===== config.mk =====
export PLATFORM = sky130hd
export DESIGN_NAME = lcd_persist_mon
export DESIGN_NICKNAME = d
export VERILOG_FILES = /design/src/rtl/lcd_pkg.sv /design/src/rtl/lcd_timer.sv /design/src/rtl/lcd_port_fsm.sv /design/src/rtl/lcd_hunt_ctl.sv /design/src/rtl/lcd_persist_mon.sv
export SDC_FILE = /design/constraint.sdc
export NUM_CORES = 1
export LEC_CHECK = 0
export ABC_AREA = 1
export BUFFER_PORTS_ARGS = -buffer_cell sky130_fd_sc_hd__buf_2
export CAP_MARGIN = 15
export CELL_PAD_IN_SITES_DETAIL_PLACEMENT = 0
export CELL_PAD_IN_SITES_GLOBAL_PLACEMENT = 2
export CORE_ASPECT_RATIO = 1.4
export CORE_MARGIN = 3
export CORE_UTILIZATION = 34
export DETAILED_ROUTE_END_ITERATION = 8
export PLACE_DENSITY_LB_ADDON = 0.1
export SLEW_MARGIN = 40
export SYNTH_ARGS = -nofsm -noshare
export SYNTH_HDL_FRONTEND = slang
export SYNTH_SLANG_ARGS = --single-unit

===== constraint.sdc =====
create_clock -name clk -period 2.19 [get_ports clk]
set_clock_uncertainty 0.15 [all_clocks]
set_input_delay 0.219 -clock clk [delete_from_list [all_inputs] [get_ports clk]]
set_output_delay 0.219 -clock clk [all_outputs]
set_load 0.005 [all_outputs]

===== src/rtl/lcd_pkg.sv =====
package lcd_pkg;

    typedef enum logic [1:0] {
        ST_WORK_SYNC    = 2'd0,
        ST_WORK_LOSS    = 2'd1,
        ST_ALARM_LOSS   = 2'd2,
        ST_ALARM_REGAIN = 2'd3
    } lcd_state_t;

endpackage


===== src/rtl/lcd_timer.sv =====
module lcd_timer #(
    parameter int CNT_W = 16
) (
    input  logic             clk,
    input  logic             rst_n,
    input  logic             clr_i,
    input  logic             load_i,
    input  logic             tick_i,
    input  logic [CNT_W-1:0] preload_i,
    output logic             expire_o
);
    localparam logic [CNT_W-1:0] ONE = CNT_W'(1);

    logic [CNT_W-1:0] cnt_q;
    logic [CNT_W-1:0] load_val;

    // A zero preload would never expire, so it is treated as one tick.
    assign load_val = (preload_i == '0) ? ONE : preload_i;

    always_ff @(posedge clk or negedge rst_n) begin
        if (!rst_n) begin
            cnt_q <= '0;
        end else if (clr_i) begin
            cnt_q <= '0;
        end else if (load_i) begin
            cnt_q <= load_val;
        end else if (tick_i && cnt_q != '0) begin
            cnt_q <= cnt_q - ONE;
        end
    end

    // The tick that takes the count from one to zero is the expiry.
    assign expire_o = tick_i && (cnt_q == ONE);

endmodule


===== src/rtl/lcd_port_fsm.sv =====
module lcd_port_fsm
    import lcd_pkg::*;
#(
    parameter int CNT_W = 16
) (
    input  logic             clk,
    input  logic             rst_n,
    input  logic             en_i,
    input  logic             tick_i,
    input  logic [CNT_W-1:0] preload_i,
    input  logic             sync_i,
    output logic             alarm_o,
    output logic             irq_start_o,
    output logic             irq_end_o
);
    lcd_state_t st_q, st_d;
    logic       ld, cl, exp_w, start_ev, end_ev;

    lcd_timer #(.CNT_W(CNT_W)) u_timer (
        .clk       (clk),
        .rst_n     (rst_n),
        .clr_i     (cl),
        .load_i    (ld),
        .tick_i    (tick_i),
        .preload_i (preload_i),
        .expire_o  (exp_w)
    );

    // Next-state and timer-control logic
    always_comb begin
        st_d     = st_q;
        ld       = 1'b0;
        cl       = 1'b0;
        start_ev = 1'b0;
        end_ev   = 1'b0;
        if (!en_i) begin
            cl   = 1'b1;
            st_d = sync_i ? ST_WORK_SYNC : ST_ALARM_LOSS;
        end else begin
            unique case (st_q)
                ST_WORK_SYNC: begin
                    if (!sync_i) begin
                        st_d = ST_WORK_LOSS;
                        ld   = 1'b1;
                    end
                end
                ST_WORK_LOSS: begin
                    if (sync_i) begin
                        st_d = ST_WORK_SYNC;
                        cl   = 1'b1;
                    end else if (exp_w) begin
                        st_d     = ST_ALARM_LOSS;
                        start_ev = 1'b1;
                    end
                end
                ST_ALARM_LOSS: begin
                    if (sync_i) begin
                        st_d = ST_ALARM_REGAIN;
                        ld   = 1'b1;
                    end
                end
                ST_ALARM_REGAIN: begin
                    if (!sync_i) begin
                        st_d = ST_ALARM_LOSS;
                        cl   = 1'b1;
                    end else if (exp_w) begin
                        st_d   = ST_WORK_SYNC;
                        end_ev = 1'b1;
                    end
                end
                default: st_d = ST_WORK_SYNC;
            endcase
        end
    end

    // State register
    always_ff @(posedge clk or negedge rst_n) begin
        if (!rst_n) st_q <= ST_WORK_SYNC;
        else        st_q <= st_d;
    end

    // Output register
    always_ff @(posedge clk or negedge rst_n) begin
        if (!rst_n) begin
            irq_start_o <= 1'b0;
            irq_end_o   <= 1'b0;
        end else begin
            irq_start_o <= start_ev;
            irq_end_o   <= end_ev;
        end
    end

    assign alarm_o = (st_q == ST_ALARM_LOSS) || (st_q == ST_ALARM_REGAIN);

    p_start_in_alarm_r2: assert property (@(posedge clk) disable iff (!rst_n)
        irq_start_o |-> (st_q == ST_ALARM_LOSS));
    p_start_needs_tick_r11: assert property (@(posedge clk) disable iff (!rst_n)
        irq_start_o |-> ($past(tick_i) && !$past(sync_i)));
    p_end_after_sync_r4: assert property (@(posedge clk) disable iff (!rst_n)
        irq_end_o |-> (st_q == ST_WORK_SYNC && $past(sync_i) && $past(tick_i)));
    p_quiet_when_off_r7: assert property (@(posedge clk) disable iff (!rst_n)
        !en_i |=> (!irq_start_o && !irq_end_o));
    p_start_single_r10: assert property (@(posedge clk) disable iff (!rst_n)
        irq_start_o |=> !irq_start_o);
    p_end_single_r10: assert property (@(posedge clk) disable iff (!rst_n)
        irq_end_o |=> !irq_end_o);
    p_regain_loss_keeps_alarm_r5: assert property (@(posedge clk) disable iff (!rst_n)
        (en_i && st_q == ST_ALARM_REGAIN && !sync_i) |=> alarm_o);

endmodule


===== src/rtl/lcd_hunt_ctl.sv =====
module lcd_hunt_ctl #(
    parameter int NPORT = 8
) (
    input  logic             clk,
    input  logic             rst_n,
    input  logic [NPORT-1:0] set_i,
    output logic [NPORT-1:0] hunt_o
);
    // Each request bit lives for one cycle and clears itself.
    always_ff @(posedge clk or negedge rst_n) begin
        if (!rst_n) hunt_o <= '0;
        else        hunt_o <= set_i;
    end

    p_hunt_from_set_r9: assert property (@(posedge clk) disable iff (!rst_n)
        (hunt_o != '0) |-> ((hunt_o & ~$past(set_i)) == '0));

endmodule


===== src/rtl/lcd_persist_mon.sv =====
module lcd_persist_mon #(
    parameter int NPORT = 8,
    parameter int CNT_W = 16
) (
    input  logic             clk,
    input  logic             rst_n,
    input  logic             en_i,
    input  logic [CNT_W-1:0] preload_i,
    input  logic             tick_i,
    input  logic [NPORT-1:0] sync_i,
    input  logic [NPORT-1:0] hunt_set_i,
    output logic [NPORT-1:0] alarm_o,
    output logic [NPORT-1:0] irq_start_o,
    output logic [NPORT-1:0] irq_end_o,
    output logic [NPORT-1:0] hunt_o
);
    for (genvar p = 0; p < NPORT; p++) begin : g_port
        lcd_port_fsm #(.CNT_W(CNT_W)) u_fsm (
            .clk         (clk),
            .rst_n       (rst_n),
            .en_i        (en_i),
            .tick_i      (tick_i),
            .preload_i   (preload_i),
            .sync_i      (sync_i[p]),
            .alarm_o     (alarm_o[p]),
            .irq_start_o (irq_start_o[p]),
            .irq_end_o   (irq_end_o[p])
        );
    end

    lcd_hunt_ctl #(.NPORT(NPORT)) u_hunt (
        .clk    (clk),
        .rst_n  (rst_n),
        .set_i  (hunt_set_i),
        .hunt_o (hunt_o)
    );

    p_irq_exclusive_r10: assert property (@(posedge clk) disable iff (!rst_n)
        (irq_start_o & irq_end_o) == '0);

endmodule


* Yosys cells after proc, flatten, opt, wreduce, memory -nomap -nowiden *
Cells that the tools add are included.

word-level totals
  flip-flop bits (word level) = 168
  input port bits = 36

cells by class
  add/subtract/negate cells = 8
  equality and inequality tests = 64
  multiplexer cells = 201
  reduce and logical (&&, ||, !) cells = 57

operators with widths
  kind                     number
  $mux W16                 25
  $eq A16 B1 Y1 const B    8
  $mux W2                  64
  $reduce_bool A16 Y1      8
  $sub A16 B1 Y16 const B  8
  $mux W1                  88
  $ne A4 B3 Y1 const B     16
  $pmux W2 S4              8
  $ne A3 B3 Y1 const B     16
  $eq A2 B2 Y1 const B     16
  $pmux W1 S2              16
  $reduce_and A4 Y1        8
  $reduce_bool A3 Y1       8
  $eq A2 B1 Y1 const B     8
  $logic_and A1 B1 Y1      16
  $logic_not A16 Y1        1
  $logic_not A2 Y1         8
  $logic_or A1 B1 Y1       8

* Logic depth before layout (Yosys ltp) *
Gate-level depths: netlist of the first run.

  depth in word-level cells = 6
  mapped depth = 11

* Hierarchy *
From an unflattened synthesis of the first run, not the netlist that was laid out.

second synthesis, totals
  cells, all modules = 1975
  area, all modules = 12734.7 um^2

by module, submodules not included
  module                                   instances  cells an instance  area an instance (um^2)
  lcd_timer (g_port[0].u_fsm.u_timer ...)  4          209                1341.3
  lcd_timer (g_port[4].u_fsm.u_timer ...)  3          207                1282.5
  lcd_port_fsm                             8          38                 250.2
  lcd_timer (g_port[6].u_fsm.u_timer)      1          206                1320.0
  lcd_hunt_ctl                             1          8                  200.2

* Worst setup path before layout of the first run *
No wires, ideal clock.

  kind = reg-to-reg
  start point = reg g_port[4].u_fsm.u_timer.cnt_q[0]
  end point = reg g_port[4].u_fsm.u_timer.cnt_q[3]
  arrival time = 1.554 ns
  setup slack = 0.403 ns
  stages on the path, launching flop included = 12
  buffers on the path = 1
  clock period less this slack = 1.787 ns
  path through = dfrtp_1 -> inv_1 -> ha_1 -> nand2_1 -> nor2_1 -> nand2_1 -> nand2_1 -> nand2_2 -> inv_2 -> buf_4 -> nand2_1 -> o21ai_0

on the way
  word-level cells in the longest chain between the ends = 4
  elaborated cells between the ends (all ways) = 7

RTL lines
  item                    RTL line         source
  start, declared         lcd_timer.sv:14  logic [CNT_W-1:0] cnt_q;
  start signal, assigned  lcd_timer.sv:26  cnt_q <= load_val;
  start signal, assigned  lcd_timer.sv:28  cnt_q <= cnt_q - ONE;
  $sub A16 B1 Y16         lcd_timer.sv:28
  $mux W16                lcd_timer.sv:27  end else if (tick_i && cnt_q != '0) begin
  $mux W16                lcd_timer.sv:25  end else if (load_i) begin
  $mux W16                lcd_timer.sv:23  end else if (clr_i) begin

Several ways; a longest one is shown, not always the timed one. The select of a mux whose other input is x is not followed.
A chain may end at the register's enable or synchronous reset.

* Worst setup path after layout of the first run *
  start point = reg g_port[4].u_fsm.u_timer.cnt_q[0]
  end point = reg g_port[4].u_fsm.u_timer.cnt_q[10]

The elaborated chain is that of the path after synthesis.

==> metrics.txt, run 1 <==
status finished clean; critical path class register to register; htree depth 4; sequential share of power 0.258; Routed WL per cell ~16 µm; Worst Setup End Kind register; final worst-path cycle share 0.9323; Cell Int Power 0.01084 W; Multi-input gate area 0.006543 mm²; worst path required time 2370 ps; Initial DRT Pass Iterations 7; # DRC 0; # Max-Cap Violations 0; ANT nets after route 0; met2 routed WL approximately 19,000 µm; layout cells sized above 1 0.1130; R2R depth 10; total number of vias 11,949; Tmin final 2042 ps; hold path depth 3; Initial Util 0.3466; initial detailed-routing violation count 681; post-synthesis cell area ~0.012 mm²; Total Wirelength slightly above 40,000 µm; synth warn 0; Die X 163.9 µm; full die area approximately 0.037 mm²; metal3 WL 1348 µm; number of core rows 80; Design Power 0.02195 W; met1 wire length 18,590 µm; vias per cell 4.893; Post-Layout Inst Area 0.01370 mm²; first-pass GRT wire length 63,270 µm; Seq/Total Area, Yosys 0.3544; arrival time worst endpoint roughly 2200 ps; Die Y between 200 and 250 µm; # diodes 0; static leakage 7.292 nW; Yosys cell types 38; Top Metal Used met4; sw power 0.01111 W; Fillers approximately 3,800; GRT overflow 0; Core ar. 0.03423 mm²; max-slew violation count 0; Final setup viols 0; Hold Crit Endpoint g_port[7].u_fsm.u_timer.cnt_q[4]$_DFFE_PN0P_; Sw Share 0.5062; number of global-route vias before repair 11,605; synthesis-to-layout area growth 15.48%; Post-Syn Nets 1,927; Critical Path Start Type register; Post-Syn Area per Cell between 6 and 7 µm²; final net count 2,030; critical path fanouts, max 13; Yosys reg bits 168; Gate power share 0.590; R2R Setup Slk 150 ps; pin count of the biggest net entering global routing 50; Boundary Pins 68; initial antenna violation count 0; CTS tree yes; total global routing track utilization 0.2207; post-synthesis cell count about 1,900; Final Hold Viols 0; min-delay src preload_i[4]; Hold WC Path Type input port to register; reg2reg start g_port[4].u_fsm.u_timer.cnt_q[0]$_DFFE_PN0P_; power per cell area about 1600 mW/mm²; worst-skew pair later-pin latency 450 ps; Routability Congestion 0.8533; input/output buffers 67; Setup Buffers After CTS 0; register area 0.004204 mm²; CTS sink count 168; reg2reg end g_port[4].u_fsm.u_timer.cnt_q[10]$_DFFE_PN0P_; dpl hpwl 28,940 µm; worst rel slew slack 0.6467; Slew @ Worst Pin 529.9 ps; Num CTS Buffers 17; Final TNS setup 0 ps; Placed Area 0.01284 mm²; Clock Tree Buf Depth 2; VDD IR max 509.0 µV; Max Freq 489.8 MHz; clock slew at reported path FFs roughly 70 ps; Clock Power Share 0.152; CTS root buffer clkbuf_16
registers in the layout, indices dropped and copies added (netlist names), named ones only:
name and cells:
g_port.u_fsm.u_timer.cnt_q 128, g_port.u_fsm.irq_end_o 8, g_port.u_fsm.irq_start_o 8, g_port.u_fsm.st_q 8, u_hunt.hunt_o 8
cell usage after synthesis, drive strengths merged:
cell type | instances | area share
or2 | 3 | 0.0016
a21oi | 31 | 0.017
and3 | 2 | 0.0011
buf | 54 | 0.034
nor2 | 288 | 0.095
ha | 16 | 0.017
xor2 | 19 | 0.014
nand3b | 27 | 0.017
o21bai | 2 | 0.0013
a21boi | 2 | 0.0013
nor3 | 5 | 0.0021
clkinv | 5 | 0.0016
dfrtp | 168 | 0.35
a22oi | 3 | 0.0019
clkbuf | 13 | 0.0041
inv | 175 | 0.056
o211ai | 1 | 0.00063
nand3 | 175 | 0.075
xnor2 | 2 | 0.0015
nand2 | 728 | 0.23
a31oi | 1 | 0.00053
o21ai | 131 | 0.058
o22ai | 16 | 0.0084
nand4 | 8 | 0.0042
how the worst max path moves through the flow:
stage	start	end	slack (ps)	cells after the start
floorplan	g_port[4].u_fsm.u_timer.cnt_q[0]$_DFFE_PN0P_	g_port[4].u_fsm.u_timer.cnt_q[3]$_DFFE_PN0P_	400	11
global placement	g_port[4].u_fsm.u_timer.cnt_q[0]$_DFFE_PN0P_	g_port[4].u_fsm.u_timer.cnt_q[14]$_DFFE_PN0P_	90	10
detailed placement	g_port[4].u_fsm.u_timer.cnt_q[0]$_DFFE_PN0P_	g_port[4].u_fsm.u_timer.cnt_q[13]$_DFFE_PN0P_	120	10
CTS	g_port[4].u_fsm.u_timer.cnt_q[0]$_DFFE_PN0P_	g_port[4].u_fsm.u_timer.cnt_q[2]$_DFFE_PN0P_	90	10
global route	g_port[0].u_fsm.u_timer.cnt_q[0]$_DFFE_PN0P_	g_port[0].u_fsm.u_timer.cnt_q[14]$_DFFE_PN0P_	-3	10
finish	g_port[4].u_fsm.u_timer.cnt_q[0]$_DFFE_PN0P_	g_port[4].u_fsm.u_timer.cnt_q[10]$_DFFE_PN0P_	150	10
placed cells by master (no fill, tap or decap), types with 3 or more instances in the layout:
cell	instances
nand3_1	173
nand2_1	711
ha_1	16
buf_2	66
nand4_1	8
nor2_2	11
nand3b_1	27
clkinv_4	4
clkinv_1	5
inv_1	158
o21ai_0	103
buf_12	4
clkinv_2	6
a21oi_2	6
buf_4	58
o21ai_1	24
xor2_1	19
clkbuf_16	17
a21oi_1	23
dlygate4sd3_1	22
clkbuf_8	5
nor3_1	5
inv_2	12
nand2_2	16
a22oi_1	3
o22ai_1	16
or2_2	3
nor2_1	274
nor2_4	3
bufinv_16	3
dfrtp_1	168
power by group through the flow:
stage | clock network [W] | registers, W | logic (W)
5_1_grt | 0.00353 | 0.00587 | 0.0151
2_1_floorplan | 0 | 0.00531 | 0.00990
3_5_place_dp | 0 | 0.00571 | 0.0130
6_report | 0.00333 | 0.00567 | 0.0130
4_1_cts | 0.00343 | 0.00567 | 0.0131
3_3_place_gp | 0 | 0.00572 | 0.0129
layout make-up:
class	instances	share of cell area
inverters	180	0.04986
clock buffers	22	0.03534
well taps	451	0.04119
clock inverters	10	0.01041
multi-input cells	1460	0.4775
repair buffers	151	0.07881
flip-flops and latches	168	0.3069
per-stage QoR:
step	util	cells	setup WS, ps	hold slack [ps]
2_1_floorplan	-	1875	403.0	-226.6
3_3_place_gp	0.3751	2388	88.45	32.12
3_5_place_dp	0.3751	2388	117.6	32.92
4_1_cts	0.3999	2442	88.27	46.34
5_1_grt	0.4002	2442	-3.062	81.79
6_report	0.4002	2442	148.3	70.34
timing repair:
| action | in CTS | in global routing |
|---|---|---|
| endpoints found under the hold margin | 195 | 0 |
| endpoints found under the setup margin | 0 | 46 |
| resized for setup | 0 | 7 |
| hold buffers | 22 | 0 |
cells by family after synthesis:
family / Yosys count / share of synthesized area
buffers and inverters: 247 / 0.09481
adders and majority gates: 16 / 0.01687
AOI/OAI and AO/OA: 187 / 0.08869
and+or+nand+nor: 1236 / 0.4298
xor gates and xnor gates: 21 / 0.01550
DFF: 168 / 0.3544
per-layer routing:
layer | global-route usage | vias up
met3 | 0.03112 | 48
met5 | 0 | -
li1 | - | 6086
met2 | 0.3743 | 210
met1 | 0.2886 | 5605
met4 | 0.07562 | 0
worst max-delay path, stage by stage (launching register included):
cell and delay, ps:
dfrtp_1 450, inv_1 100, ha_1 230, nand2_1 110
nor2_2 70, nand2_1 70, nand2_1 90, nand2_2 210
clkinv_2 260, nand2_1 110, o21ai_0 80
(Power assumes the default switching activity.)
==> inputs of run 2 (changes only) <==
- PLACE_DENSITY: default -> 0.91
- PLACE_DENSITY_LB_ADDON: 0.1 -> default
==> run 2 against run 1 <==
Net effect: total power is 0.32% lower; clock power increased by 2%; setup slack better by 9.2 ps.
==> metrics.txt, run 2 (synthesis results as in run 1) <==
status finished clean; metal3 WL 1762 µm (+31%); Design Power 0.02188 W (-0.32%); layout cells sized above 1 0.1076 (-0.005433); crit path capture g_port[4].u_fsm.u_timer.cnt_q[10]$_DFFE_PN0P_; Routed WL per cell 15.58 µm (-5.5%); max-slew violation count 0 (unchanged); full die area 0.03720 mm² (unchanged); most frequent cells in the layout 710 x nand2_1, 275 x nor2_1, 173 x nand3_1; dpl hpwl 26,840 µm (-7.3%); worst-skew pair later-pin latency 460 ps (about the same); Die X 163.9 µm (unchanged); static leakage 7.247 nW (-0.62%); Top Metal Used met4; number of core rows 80 (unchanged); clock slew at reported path FFs 70 ps (about the same); Max Freq 492.0 MHz (+0.45%); synthesis-to-layout area growth 15.08%; placed insts 2,379 (-0.38%); reg2reg end g_port[4].u_fsm.u_timer.cnt_q[10]$_DFFE_PN0P_; GRT overflow 0 (unchanged); met1 wire length 16,510 µm (-11%); Routability Congestion 0.8586 (+0.62%); reg2reg start g_port[4].u_fsm.u_timer.cnt_q[0]$_DFFE_PN0P_; Tmin final 2033 ps (-9.164 ps); crit path launch g_port[4].u_fsm.u_timer.cnt_q[0]$_DFFE_PN0P_; final worst-path cycle share 0.9281 (-0.004184); Slew @ Worst Pin 550.8 ps (+20.90 ps); cell mode on critical path nand2_1; initial detailed-routing violation count 731 (+7.3%); worst path required time 2370 ps (about the same); Total Wirelength 37,900 µm (-5.9%); Die Y 227.0 µm (unchanged); Boundary Pins 68 (unchanged); met2 routed WL 18,410 µm (-4.7%); Setup Buffers After CTS 0 (unchanged); CTS tree yes; Initial DRT Pass Iterations 5 (-2); Core ar. 0.03423 mm² (unchanged); Fillers 3,726 (-1.7%); VDD IR max 606.9 µV (+19%); total global routing track utilization 0.2109 (-0.009819); number of global-route vias before repair 11,604 (-0.0086%); first-pass GRT wire length 61,260 µm (-3.2%); Final setup viols 0 (unchanged); Final Hold Viols 0 (unchanged); fin util 0.3988 (-0.001389); vias per cell 4.916 (+0.46%); pin count of the biggest net entering global routing 62 (+24%); final net count 2,021 (-0.44%); Critical Path Start Type register; # Max-Cap Violations 0 (unchanged); critical path's slowest cell dfrtp_1; # DRC 0 (unchanged); CTS sink count 168 (unchanged); Num CTS Buffers 17 (unchanged); arrival time worst endpoint 2210 ps (about the same); Non-Filler Instances 2,432 (-0.41%); critical path class register to register; Hold WC Path Type input port to register; htree depth 4 (unchanged); ANT nets after route 0 (unchanged); initial antenna violation count 0 (unchanged); Clock Tree Buf Depth 2 (unchanged); max reg flops 128 (unchanged); worst rel slew slack 0.6328 (-0.01394); Worst Setup End Kind register; Biggest register g_port.u_fsm.u_timer.cnt_q; total number of vias 11,955 (+0.050%); input/output buffers 67 (unchanged); critical path fanouts, max 8 (-5); power per cell area 1603 mW/mm² (about the same); most common cell after layout, fill and taps aside nand2_1; crit-path max cell delay 430 ps (-20 ps); R2R Setup Slk 160 ps (about the same); Initial Util 0.3466 (unchanged); CTS root buffer clkbuf_16; crit-path cells inv_1, ha_1, nand2_1, nor2_1, nand2_1, nand2_1, nand2_2, nand2_2, o21ai_0; R2R depth 9 (-1)
-- run 2: worst min path at each step --
stage	from	to	slack (ps)	cells after the start
finish	preload_i[2]	g_port[0].u_fsm.u_timer.cnt_q[2]$_DFFE_PN0P_	9	5
global route	preload_i[2]	g_port[0].u_fsm.u_timer.cnt_q[2]$_DFFE_PN0P_	50	5
CTS	preload_i[2]	g_port[6].u_fsm.u_timer.cnt_q[2]$_DFFE_PN0P_	10	3
detailed placement	rst_n	g_port[4].u_fsm.u_timer.cnt_q[13]$_DFFE_PN0P_	50	1
global placement	rst_n	g_port[4].u_fsm.u_timer.cnt_q[13]$_DFFE_PN0P_	40	1
floorplan	rst_n	async pin	-230	0
-- run 2: through the flow --
stage	setup WS, ps	hold slack (ps)	instance area (µm²)	setup TNS, ps
floorplan	403.0	-226.6	11860	0
global placement	128.3	38.08	12760	0
detailed placement	88.17	46.17	12760	0
CTS	75.03	11.81	13610	0
global route	-3.034	51.59	13650	-5.849
finish	157.5	9.382	13650	0
-- run 2: worst max-delay path: cells and delay by family (launching register included) --
family                     cells  cell delay (ps)
DFF                            1              430
buffers and inverters          1              100
and+or+nand+nor                6              900
adders and majority gates      1              200
AOI/OAI and AO/OA              1              120
-- run 2: area by class of cell --
type / count / area [µm²] / share of cell area
multi-input cells: 1460 / 6558 / 0.4803
flip-flops and latches: 168 / 4204 / 0.3079
diodes: 1 / 2.502 / 0.0001833
clock buffers: 21 / 460.4 / 0.03372
repair buffers: 142 / 999.7 / 0.07322
inverters: 180 / 691.9 / 0.05068
well taps: 451 / 564.3 / 0.04133
clock inverters: 9 / 172.7 / 0.01265
-- run 2: power breakdown --
group / internal [W] / switching, W / leakage [nW] / total (W)
sequential: 0.00426 / 0.00141 / 2.23 / 0.00568
combinational: 0.00459 / 0.00822 / 4.71 / 0.0128
clock: 0.00207 / 0.00133 / 0.309 / 0.00340
total: 0.0109 / 0.0110 / 7.25 / 0.0219
-- run 2: timing repair --
action,CTS,global route
hold endpoints to repair,142,0
hold buffers,22,0
setup endpoints to repair,0,48
resized for setup,0,13
-- run 2: layer usage --
layer | vias to the layer above | track usage
met2 | 270 | 0.3552
li1 | 6067 | -
met5 | - | 0
met1 | 5561 | 0.2691
met4 | 0 | 0.09064
met3 | 57 | 0.03167
